File: src/rtl/half_rate_sync_div.sv
module half_rate_sync_div #(
  parameter int SYNC_STAGES = 2
) (
  input  logic clk,
  input  logic rst_n,
  input  logic cfg_wr,
  input  logic cfg_en_n,
  input  logic cfg_byp_n,
  input  logic cfg_pol,
  input  logic sync_in,
  output logic sync_out,
  output logic sync_oe
);
  localparam int LAST = SYNC_STAGES - 1;

  logic [LAST:0] smp;
  logic          smp_d;
  logic          en_n_q, byp_n_q, pol_q, div_q;

  wire s_now = smp[LAST];
  wire rise  = s_now & ~smp_d;

  always_ff @(posedge clk or negedge rst_n) begin
    if (!rst_n) begin
      en_n_q  <= 1'b1;
      byp_n_q <= 1'b1;
      pol_q   <= 1'b1;
    end else if (cfg_wr) begin
      en_n_q  <= cfg_en_n;
      byp_n_q <= cfg_byp_n;
      pol_q   <= cfg_pol;
    end
  end

  always_ff @(posedge clk or negedge rst_n) begin
    if (!rst_n) begin
      smp   <= '0;
      smp_d <= 1'b0;
    end else begin
      smp   <= {smp[LAST-1:0], sync_in};
      smp_d <= s_now;
    end
  end

  always_ff @(posedge clk or negedge rst_n) begin
    if (!rst_n)      div_q <= 1'b0;
    else if (en_n_q) div_q <= 1'b0;
    else if (rise)   div_q <= ~div_q;
  end

  assign sync_oe  = ~en_n_q;
  assign sync_out = en_n_q ? 1'b0 : (byp_n_q ? div_q : (s_now ~^ pol_q));

  AST_RST_DEFAULTS: assert property (@(posedge clk)
    $rose(rst_n) |-> (en_n_q && byp_n_q && pol_q && !sync_oe && !sync_out));
  AST_OE_ON_ENABLE: assert property (@(posedge clk) disable iff (!rst_n)
    (cfg_wr && !cfg_en_n) |=> sync_oe);
  AST_RELEASE_ON_DISABLE: assert property (@(posedge clk) disable iff (!rst_n)
    (cfg_wr && cfg_en_n) |=> (!sync_oe && !sync_out));
  AST_DIV_HOLDS_NO_RISE: assert property (@(posedge clk) disable iff (!rst_n)
    (!en_n_q && !rise) |=> $stable(div_q));
  AST_DIV_CLEARED_OFF: assert property (@(posedge clk) disable iff (!rst_n)
    en_n_q |=> !div_q);
endmodule

File: config.mk
export PLATFORM = sky130hd
export DESIGN_NAME = half_rate_sync_div
export DESIGN_NICKNAME = d
export VERILOG_FILES = /design/src/rtl/half_rate_sync_div.sv
export SDC_FILE = /design/constraint.sdc
export NUM_CORES = 1
export LEC_CHECK = 0
export BUFFER_PORTS_ARGS = -buffer_cell sky130_fd_sc_hd__buf_4
export CORE_AREA = 4 4 41 43
export DETAILED_ROUTE_END_ITERATION = 16
export DIE_AREA = 0 0 45 47
export GPL_ROUTABILITY_DRIVEN = 1
export PLACE_DENSITY = 0.48
export SYNTH_ARGS = -nofsm -noshare
export SYNTH_HDL_FRONTEND = slang
export SYNTH_SLANG_ARGS = --single-unit
File: constraint.sdc
create_clock -name clk -period 2.3 [get_ports clk]
set_input_delay 0.46 -clock clk [delete_from_list [all_inputs] [get_ports clk]]
set_output_delay 0.46 -clock clk [all_outputs]
set_load 0.02 [all_outputs]
==> summary.txt <==
Setup path
  • Setup crit end kind: output port
  • Critical path class: reg2out
  • Critical Path RT: 1840 ps
  • Critical path, cell by cell: xnor2_1, mux2i_1, nor2_1, buf_4
  • CP Data Arrival Time: 1210 ps
  • Crit path max fanout: 2
  • Crit-path slowest cell: dfstp_2
  • Startpoint types: register
  • Slowest cell delay on critical path: 530 ps
  • Worst path bufs/invs: 1
  • Top delay family on crit path: flip-flops

Clock tree
  • Clk buf depth: 2
  • Post-CTS setup buffers: 0
  • Cts bufs inserted: 3
  • Clk Tree Root Cell: clkbuf_4
  • CTS clk-pin slew, worst paths: 50 ps
  • CTS tree: done
  • CTS Hold Buffers Added: 0
  • H-tree Lvls: 1
  • Clock sinks: 7
  • Post_cts resized: 0
  • Clk_lat worst skew: 250 ps

GRT
  • Total grt overflow: 0
  • Vias in the first global route: 179
  • Largest net degree at the start of global routing: 8
  • Global-route usage over all layers: 5.57%
  • Antenna violations before repair: 0
  • First-pass GRT wire length: 765 um

Power
  • P_sw: 69.7 uW
  • Combinational fraction of design power: 14.2%
  • Reg power frac: 49.0%
  • Clock network power share: 36.8%
  • Power Total: 295 uW
  • Int Pwr: 225 uW
  • Peak supply drop: 0.000315 V
  • Leakage power: 0.175 nW
  • Pwr dens: 791 nW/um2
  • Switch share: 23.6%

Route
  • Total wire length: 449 um
  • Vias per cell: 3.70
  • Via count: 170
  • Drt drc: 0
  • Drt pass-1 iters: 1
  • Initial detailed-routing violation count: 0
  • WL per Instance: 9.76 um
  • Routed Antenna Nets: 0

Placement
  • Cell count after placement: 41
  • Cell Area, Placed: 335 um2
  • Placer Congestion: 0.616
  • Post-DP HPWL: 381 um
  • Port Buffers: 8

Timing
  • Hold Vio Cnt, Final: 0
  • Hold WS: 315 ps
  • Fmax: 0.599 GHz
  • Clk_skew: 0.191 ps
  • RSZ-0062 raised after global routing: false
  • Final Critical Period: 1670 ps
  • Tightest Pin Transition: 132 ps
  • Max-slew violations: 0
  • Slew HR: 91.0%
  • # setup viols final: 0
  • Tcrit/Tclk final: 72.6%
  • Setup TNS: 0 ps

Final layout
  • Number of fill cells: 154
  • Fin cells: 46
  • N_diodes: 0
  • Final #Nets: 39
  • Layout overhead on the synthesized area: 45.4%
  • Design area: 373 um2
  • Share of cells above drive strength 1: 54.8%

Floorplan
  • Die span in x: 45 um
  • Effective utilization at floorplan: 19.7%
  • FP Rows: 13
  • IO Count: 9
  • Die H: 47 um
  • Die area: 2120 um2
  • Core Area: 1300 um2

Synth
  • Syn_nets: 25
  • Seq/Total Area, Yosys: 69.8%
  • Cell Area, Synth: 256 um2
  • Count of cell types in the netlist: 10
  • Synthesized instance count: 18
  • Synth Warn #: 0
  • Number of synthesized register bits: 7
  • Synthesized area per cell: 14.2 um2

Worst hold path
  • HP Class: in2reg

Run status
  • Outcome: finished, final reports clean

Run
  • Max_cap viols: 0
==> cells in the final DEF (no fill, tap or decap) <==
| master | count |
|---|---|
| nand2_1 | 1 |
| clkbuf_4 | 3 |
| clkinv_2 | 1 |
| dfstp_2 | 3 |
| dlygate4sd3_1 | 1 |
| buf_4 | 8 |
| mux2_2 | 2 |
| dfrtp_1 | 4 |
| nor2_1 | 2 |
| inv_1 | 1 |
| xnor2_1 | 2 |
| o21ai_0 | 1 |
| mux2i_1 | 1 |
| and2b_1 | 1 |
==> worst register-to-register path: cells and delay by family (launching register included) <==
family | cells | cell delay [ps]
xor+xnor | 1 | 130
simple gates | 2 | 240
flops | 1 | 400
==> cells in the mapped netlist <==
| master | instances | area share, % |
|---|---|---|
| dfrtp_1 | 4 | 39 |
| dfstp_2 | 3 | 31 |
| mux2_2 | 2 | 8.8 |
| nor2_1 | 2 | 2.9 |
| xnor2_1 | 2 | 6.8 |
| and2b_1 | 1 | 2.9 |
| inv_1 | 1 | 1.5 |
| mux2i_1 | 1 | 3.9 |
| nand2_1 | 1 | 1.5 |
| o21ai_0 | 1 | 1.9 |
==> final cells by class <==
cell class | instances | area (um2) | share of cell area, %
Clock buffer | 3 | 22.5 | 6.04
Sequential cell | 7 | 179 | 48.0
Timing Repair Buffer | 9 | 70.1 | 18.8
Clock inverter | 1 | 5.00 | 1.34
Inverter | 1 | 3.75 | 1.01
Tap cell | 15 | 18.8 | 5.03
Multi-Input combinational cell | 10 | 73.8 | 19.8
==> final timing paths <==
path                                       end         startpoint  cells after the start  slack, ps
min reg2reg                   smp[1]$_DFF_PN0_   smp[0]$_DFF_PN0_                      0        350
min                           smp[0]$_DFF_PN0_            sync_in                      1        320
max in group asynchronous  byp_n_q$_DFFE_PN1P_              rst_n                      2       1540
max                                   sync_out  pol_q$_DFFE_PN1P_                      4        630
min in group asynchronous     smp[0]$_DFF_PN0_              rst_n                      2        550
max reg2reg                  div_q$_DFFE_PN0P_   smp[1]$_DFF_PN0_                      3       1420
==> stage by stage <==
stage / utilization (%) / worst slack (ps)
after floorplan: - / 863
after global placement: 25.8 / 884
after detailed placement: 25.8 / 887
after CTS: 27.9 / 617
after global routing: 28.7 / 548
final: 28.7 / 631
==> state kept, by name (all words and copies together) (netlist names) <==
| name | cells |
|---|---|
| smp | 2 |
| pol_q | 1 |
| byp_n_q | 1 |
| div_q | 1 |
| en_n_q | 1 |
| smp_d | 1 |
==> metal layers <==
layer	global-route usage [%]	vias up	routed length, um
met3	3.07	0	47
met2	7.63	6	238
met5	0	-	0
li1	-	84	-
met4	7.02	0	0
met1	5.35	80	163
==> kinds of logic after synthesis <==
| group | Yosys count | synth area share, % |
|---|---|---|
| xor+xnor | 2 | 6.83 |
| mux | 3 | 12.7 |
| compound gates | 1 | 1.95 |
| simple gates | 4 | 7.32 |
| buf+inv | 1 | 1.46 |
| flops | 7 | 69.8 |
==> power by group through the flow <==
stage                     Combinational, mW  Clock (mW)  Sequential, mW
after detailed placement             0.0414           0           0.147
final                                0.0419       0.108           0.145
after global placement               0.0404           0           0.146
after global routing                 0.0462       0.125           0.146
after floorplan                      0.0220           0           0.145
after CTS                            0.0416       0.115           0.145
(Power assumes the default switching activity.)
